==> config.mk <==
export PLATFORM = sky130hd
export DESIGN_NAME = br_eval_unit
export DESIGN_NICKNAME = d
export VERILOG_FILES = /design/src/rtl/br_pkg.sv /design/src/rtl/br_decode.sv /design/src/rtl/br_cond.sv /design/src/rtl/br_target.sv /design/src/rtl/br_eval_unit.sv
export SDC_FILE = /design/constraint.sdc
export NUM_CORES = 1
export LEC_CHECK = 0
export BUFFER_PORTS_ARGS = -buffer_cell sky130_fd_sc_hd__buf_2
export CORE_ASPECT_RATIO = 0.9
export CORE_UTILIZATION = 25
export CTS_CLUSTER_DIAMETER = 150
export CTS_CLUSTER_SIZE = 24
export DETAILED_ROUTE_END_ITERATION = 10
export PLACE_DENSITY = 0.56
export SETUP_SLACK_MARGIN = 0.4
export SYNTH_ARGS = -nofsm -noshare
export SYNTH_HDL_FRONTEND = slang
export SYNTH_HIERARCHICAL = 1
export SYNTH_SLANG_ARGS = --single-unit
==> constraint.sdc <==
create_clock -name clk -period 4.85 [get_ports clk]
set_input_delay 0.485 -clock clk [delete_from_list [all_inputs] [get_ports clk]]
set_output_delay 0.485 -clock clk [all_outputs]
set_load 0.03 [all_outputs]
==> src/rtl/br_pkg.sv <==
package br_pkg;

  localparam int unsigned INSN_W = 32;
  localparam int unsigned CR_W   = 32;
  localparam int unsigned OPC_W  = 6;
  localparam int unsigned CTL_W  = 5;
  localparam int unsigned SEL_W  = 5;
  localparam int unsigned XO_W   = 10;
  localparam int unsigned LDSP_W = 24;
  localparam int unsigned SDSP_W = 14;

  typedef enum logic [2:0] {
    FORM_NONE      = 3'd0,
    FORM_IMM_JUMP  = 3'd1,
    FORM_IMM_COND  = 3'd2,
    FORM_REG_LINK  = 3'd3,
    FORM_REG_COUNT = 3'd4
  } br_form_e;

  typedef struct packed {
    br_form_e            form;
    logic [CTL_W-1:0]    ctl;
    logic [SEL_W-1:0]    sel;
    logic [LDSP_W-1:0]   disp;
    logic                absolute;
    logic                link;
  } br_fields_t;

  // control-field bit meanings (value bit positions, LSB = 0)
  localparam int unsigned CTL_NO_COND = 4;
  localparam int unsigned CTL_WANT    = 3;
  localparam int unsigned CTL_NO_DEC  = 2;
  localparam int unsigned CTL_ON_ZERO = 1;

endpackage

==> src/rtl/br_decode.sv <==
module br_decode
  import br_pkg::*;
#(
  parameter int unsigned OPC_JUMP  = 18,
  parameter int unsigned OPC_COND  = 16,
  parameter int unsigned OPC_REG   = 19,
  parameter int unsigned XO_LINK   = 16,
  parameter int unsigned XO_COUNT  = 528
) (
  input  logic [INSN_W-1:0] insn,
  output br_fields_t        fields
);

  // big-endian bit b of the word is little-endian bit (INSN_W-1-b)
  logic [OPC_W-1:0]  opc;
  logic [CTL_W-1:0]  ctl;
  logic [SEL_W-1:0]  sel;
  logic [SDSP_W-1:0] short_disp;
  logic [LDSP_W-1:0] long_disp;
  logic [XO_W-1:0]   xo;
  logic              aa_bit;
  logic              lk_bit;

  assign opc        = insn[31:26];
  assign ctl        = insn[25:21];
  assign sel        = insn[20:16];
  assign short_disp = insn[15:2];
  assign long_disp  = insn[25:2];
  assign xo         = insn[10:1];
  assign aa_bit     = insn[1];
  assign lk_bit     = insn[0];

  function automatic logic [LDSP_W-1:0] widen_short(input logic [SDSP_W-1:0] d);
    return {{(LDSP_W-SDSP_W){d[SDSP_W-1]}}, d};
  endfunction

  function automatic br_form_e classify(input logic [OPC_W-1:0] o, input logic [XO_W-1:0] x);
    br_form_e f;
    f = FORM_NONE;
    if (o == OPC_W'(OPC_JUMP))      f = FORM_IMM_JUMP;
    else if (o == OPC_W'(OPC_COND)) f = FORM_IMM_COND;
    else if (o == OPC_W'(OPC_REG)) begin
      if (x == XO_W'(XO_LINK))       f = FORM_REG_LINK;
      else if (x == XO_W'(XO_COUNT)) f = FORM_REG_COUNT;
    end
    return f;
  endfunction

  always_comb begin
    fields          = '0;
    fields.form     = classify(opc, xo);
    fields.ctl      = ctl;
    fields.sel      = sel;
    fields.link     = lk_bit;
    unique case (fields.form)
      FORM_IMM_JUMP: begin
        fields.disp     = long_disp;
        fields.absolute = aa_bit;
      end
      FORM_IMM_COND: begin
        fields.disp     = widen_short(short_disp);
        fields.absolute = aa_bit;
      end
      default: begin
        fields.disp     = '0;
        fields.absolute = 1'b0;
      end
    endcase
    if (fields.form == FORM_NONE) fields.link = 1'b0;
  end

endmodule

==> src/rtl/br_cond.sv <==
module br_cond
  import br_pkg::*;
#(
  parameter int unsigned ADDR_W = 32
) (
  input  br_fields_t        fields,
  input  logic [CR_W-1:0]   cr,
  input  logic [ADDR_W-1:0] ctr,
  output logic              cond_ok,
  output logic              count_ok,
  output logic              dec_req,
  output logic [ADDR_W-1:0] ctr_next,
  output logic              illegal,
  output logic              go,
  output logic              lr_we,
  output logic              ctr_we
);

  logic sel_bit;
  logic is_cond_form;

  function automatic logic pick_cr_bit(input logic [CR_W-1:0] c, input logic [SEL_W-1:0] s);
    // selector counts from the most significant bit
    return c[(CR_W-1) - int'(s)];
  endfunction

  function automatic logic [ADDR_W-1:0] step_down(input logic [ADDR_W-1:0] v);
    return v - ADDR_W'(1);
  endfunction

  assign is_cond_form = (fields.form == FORM_IMM_COND) ||
                        (fields.form == FORM_REG_LINK) ||
                        (fields.form == FORM_REG_COUNT);

  assign sel_bit  = pick_cr_bit(cr, fields.sel);
  assign cond_ok  = fields.ctl[CTL_NO_COND] || (sel_bit == fields.ctl[CTL_WANT]);
  assign dec_req  = is_cond_form && !fields.ctl[CTL_NO_DEC];
  assign ctr_next = step_down(ctr);
  assign count_ok = !dec_req || ((ctr_next == '0) == fields.ctl[CTL_ON_ZERO]);
  assign illegal  = (fields.form == FORM_REG_COUNT) && dec_req;

  always_comb begin
    go = 1'b0;
    unique case (fields.form)
      FORM_IMM_JUMP:  go = 1'b1;
      FORM_IMM_COND,
      FORM_REG_LINK:  go = cond_ok && count_ok;
      FORM_REG_COUNT: go = cond_ok && !illegal;
      default:        go = 1'b0;
    endcase
  end

  assign ctr_we = dec_req && !illegal;
  assign lr_we  = fields.link && (fields.form != FORM_NONE) && !illegal;

endmodule

==> src/rtl/br_target.sv <==
module br_target
  import br_pkg::*;
#(
  parameter int unsigned ADDR_W = 32
) (
  input  br_fields_t        fields,
  input  logic [ADDR_W-1:0] pc,
  input  logic [ADDR_W-1:0] lr,
  input  logic [ADDR_W-1:0] ctr,
  input  logic              go,
  output logic [ADDR_W-1:0] seq_addr,
  output logic [ADDR_W-1:0] jump_addr,
  output logic [ADDR_W-1:0] next_addr
);

  localparam int unsigned OFF_W = LDSP_W + 2;

  function automatic logic [ADDR_W-1:0] word_offset(input logic [LDSP_W-1:0] d);
    return {{(ADDR_W-OFF_W){d[LDSP_W-1]}}, d, 2'b00};
  endfunction

  function automatic logic [ADDR_W-1:0] word_align(input logic [ADDR_W-1:0] v);
    return {v[ADDR_W-1:2], 2'b00};
  endfunction

  logic [ADDR_W-1:0] offset;

  assign offset   = word_offset(fields.disp);
  assign seq_addr = pc + ADDR_W'(4);

  always_comb begin
    unique case (fields.form)
      FORM_IMM_JUMP,
      FORM_IMM_COND:  jump_addr = fields.absolute ? offset : (pc + offset);
      FORM_REG_LINK:  jump_addr = word_align(lr);
      FORM_REG_COUNT: jump_addr = word_align(ctr);
      default:        jump_addr = seq_addr;
    endcase
  end

  assign next_addr = go ? jump_addr : seq_addr;

endmodule

==> src/rtl/br_eval_unit.sv <==
module br_eval_unit
  import br_pkg::*;
#(
  parameter int unsigned ADDR_W   = 32,
  parameter int unsigned OPC_JUMP = 18,
  parameter int unsigned OPC_COND = 16,
  parameter int unsigned OPC_REG  = 19,
  parameter int unsigned XO_LINK  = 16,
  parameter int unsigned XO_COUNT = 528
) (
  input  logic              clk,
  input  logic              rst_n,
  input  logic              valid_i,
  input  logic [31:0]       insn_i,
  input  logic [ADDR_W-1:0] pc_i,
  input  logic [31:0]       cr_i,
  input  logic [ADDR_W-1:0] lr_i,
  input  logic [ADDR_W-1:0] ctr_i,
  output logic              res_valid_o,
  output logic              taken_o,
  output logic [ADDR_W-1:0] target_o,
  output logic              lr_we_o,
  output logic [ADDR_W-1:0] lr_o,
  output logic              ctr_we_o,
  output logic [ADDR_W-1:0] ctr_o,
  output logic              illegal_o
);

  br_fields_t        dec_fields;
  br_form_e          dec_form;
  logic              ev_cond_ok;
  logic              ev_count_ok;
  logic              ev_dec_req;
  logic [ADDR_W-1:0] ev_ctr_next;
  logic              ev_illegal;
  logic              ev_go;
  logic              ev_lr_we;
  logic              ev_ctr_we;
  logic [ADDR_W-1:0] ev_seq;
  logic [ADDR_W-1:0] ev_jump;
  logic [ADDR_W-1:0] ev_next;

  br_decode #(
    .OPC_JUMP (OPC_JUMP),
    .OPC_COND (OPC_COND),
    .OPC_REG  (OPC_REG),
    .XO_LINK  (XO_LINK),
    .XO_COUNT (XO_COUNT)
  ) u_decode (
    .insn   (insn_i),
    .fields (dec_fields)
  );

  assign dec_form = dec_fields.form;

  br_cond #(.ADDR_W(ADDR_W)) u_cond (
    .fields   (dec_fields),
    .cr       (cr_i),
    .ctr      (ctr_i),
    .cond_ok  (ev_cond_ok),
    .count_ok (ev_count_ok),
    .dec_req  (ev_dec_req),
    .ctr_next (ev_ctr_next),
    .illegal  (ev_illegal),
    .go       (ev_go),
    .lr_we    (ev_lr_we),
    .ctr_we   (ev_ctr_we)
  );

  br_target #(.ADDR_W(ADDR_W)) u_target (
    .fields    (dec_fields),
    .pc        (pc_i),
    .lr        (lr_i),
    .ctr       (ctr_i),
    .go        (ev_go),
    .seq_addr  (ev_seq),
    .jump_addr (ev_jump),
    .next_addr (ev_next)
  );

  always_ff @(posedge clk) begin
    if (!rst_n || !valid_i) begin
      res_valid_o <= 1'b0;
      taken_o     <= 1'b0;
      target_o    <= '0;
      lr_we_o     <= 1'b0;
      lr_o        <= '0;
      ctr_we_o    <= 1'b0;
      ctr_o       <= '0;
      illegal_o   <= 1'b0;
    end else begin
      res_valid_o <= 1'b1;
      taken_o     <= ev_go;
      target_o    <= ev_next;
      lr_we_o     <= ev_lr_we;
      lr_o        <= ev_lr_we ? ev_seq : '0;
      ctr_we_o    <= ev_ctr_we;
      ctr_o       <= ev_ctr_we ? ev_ctr_next : '0;
      illegal_o   <= ev_illegal;
    end
  end

endmodule

==> impl_metrics.toml <==
[sta]
final_max_slew_viol_count = 0
period_minus_slack_ns = 4.22
tightest_slew_ns = 0.865
fin_crit_sh = 0.870
hold_ws_ns = 0.450
timing.fmax_mhz = 237
fin_setup_tns_ns = 0
max_slew_margin = 0.423
hold_viol_final = 0
setup_viol = 0
rsz0062_at_grt = "no"

[place]
placed_cell_area_um2 = 10000
gp_congestion = 0.934
port_buffers = 261
place_hpwl_mm = 27.6

[worst_hold_path]
hp-class = "input port to flip-flop"
whs_path_depth = 2
hold_end = "lr_o[0]$_SDFF_PP0_"
min_from = "pc_i[0]"

[die]
die_height_um = 176
rows = 63
num_io_pins = 264
dieArea_um2 = 34400
initial_core_util = 0.255
die_w_um = 196
coreArea_um2 = 33000

[route]
drt_drc_violations_left = 0
wl_per_cell_um = 20.2
drt-pass1-iter-count = 5
vias_per_cell = 5.36
drt_iter0_drc = 734
drt-total-wl_mm = 34.4
route.vias.total = 9138
drtAntennaViolNets = 0

[clock_network]
cts_buffers = 9
clockRootBuffer = "clkbuf_16"
hold_buffers = 0
cts_setup_buffers = 0
h-tree-depth = 3
cts.path.max_buffers = 2
tritoncts = "yes"
cts_sinks = 101
clk_pin_slew_ns = 0.07

[job]
cap_violations = 0

[cells_and_area]
drive_above_1_share = 0.277
nNetsFinal = 1472
area_growth_pct = 22.7
fin_area_um2 = 10300

[global_routing]
grt_max_degree = 102
busiest_layer = "met2"
antenna_found_initial = 6
grtUsageMet2 = 0.310
grt_util_met3 = 0.0285
grtUsageMet1 = 0.274
grt_pass1_wl_mm = 50.9
grt-ovfl-total = 0
grt_pass1_vias = 8488
grt_usage = 0.194

[worst_setup_path]
required_ns = 5.15
critPathArrivalTime_ns = 4.52
crit_start = "ctr_i[0]"
critical_path_class = "input port to flip-flop"
crit_path_end_kind = "flip-flop"
critPathLaunchType = "input port"
crit_path_max_fanout = 8

[pwr]
power_density_nw_per_um2 = 193
p_leak_nw = 4.70
ir_drop_v = 0.000121

[run_status]
run_status = "finished, final reports clean"

[synthesis]
syn_nets = 1256
synthesis.area_um2 = 8430
syn-instance-count = 1060
ys_warn_count = 6
syn_area_per_cell_um2 = 7.95
cell type report:
type	count	area, µm²
sequential	101	2020
clock inverter	5	45.0
fill	3580	22700
timing repair buffer	289	1520
inverter	32	120
antenna	4	10.0
clock buffer	10	229
tap	422	528
multi-input combinational	843	5870
flip-flops by register name, summed over array words and instances, names as in the netlist:
register and count:
res_valid_o 1, lr_we_o 1, target_o 32, taken_o 1
illegal_o 1, ctr_we_o 1, lr_o 32, ctr_o 32
critical path: stages:
cell,delay [ns]
buf_2,0.14
inv_1,0.08
ha_1,0.27
or3b_4,0.46
nor4_2,0.19
xor2_1,0.15
or4_1,0.40
or4_1,0.60
nor4b_4,0.36
mux2i_1,0.23
a21o_1,0.21
inv_1,0.14
buf_4,0.20
a311oi_1,0.27
a21oi_1,0.07
o31ai_1,0.08
and3_1,0.18
cells in the final DEF, fill, tap and decap left out, types with 5 or more instances in the layout:
cell	instances
buf_2	261
nand2_1	113
dfxtp_1	101
a21oi_1	69
and4_1	66
nor2_1	66
and3_1	46
xnor2_1	43
xor2_1	34
inv_1	32
ha_1	32
buf_4	28
nand3_1	25
and2_1	21
nand4_1	21
o21ai_0	21
nor3_1	19
o22ai_1	14
o21ai_1	14
a21o_1	13
nand2b_1	12
a22oi_1	11
mux2_2	11
a221oi_1	10
a31oi_1	10
clkbuf_16	9
nor2b_1	9
o21a_1	9
o211ai_1	9
mux2i_1	9
or4_1	8
mux4_2	8
nor4_1	7
o31ai_1	6
o22a_1	6
or3_1	5
o41ai_1	5
o32ai_1	5
repair_timing:
action,in CTS,in global routing
hold endpoints to repair,0,0
endpoints found under the setup margin,0,15
resized for setup,0,4
per-stage QoR:
step	total power, mW	setup WS, ns	cells	utilization
after floorplan	1.12	0.585	1060	-
after detailed placement	1.31	0.0974	1687	0.304
after CTS	2.01	0.467	1702	0.312
after global routing	2.09	0.472	1704	0.313
final	1.99	0.632	1706	0.313
after global placement	1.31	0.171	1687	0.304
per-layer routing:
metal | up-vias | wire (µm) | part of all wire
met2 | 410 | 15400 | 0.45
met1 | 4326 | 15900 | 0.46
met4 | 4 | 415 | 0.012
li1 | 4371 | - | -
met5 | - | 28 | 0.00081
met3 | 27 | 2640 | 0.077
power by group:
part	internal (mW)	switching, mW	total (mW)
logic	0.173	0.278	0.451
registers	0.841	0.00517	0.846
clock network	0.354	0.342	0.696
how the worst max path moves through the flow:
stage / endpoint / slack, ns / cells after the start
after floorplan: target_o[10]$_SDFF_PP0_ / 0.58 / 13
after global placement: target_o[1]$_SDFF_PP0_ / 0.17 / 15
after detailed placement: target_o[0]$_SDFF_PP0_ / 0.1 / 15
after CTS: target_o[0]$_SDFF_PP0_ / 0.47 / 15
after global routing: target_o[16]$_SDFF_PP0_ / 0.47 / 17
final: target_o[16]$_SDFF_PP0_ / 0.63 / 17
Note: power is estimated with default switching activity, not from simulation.
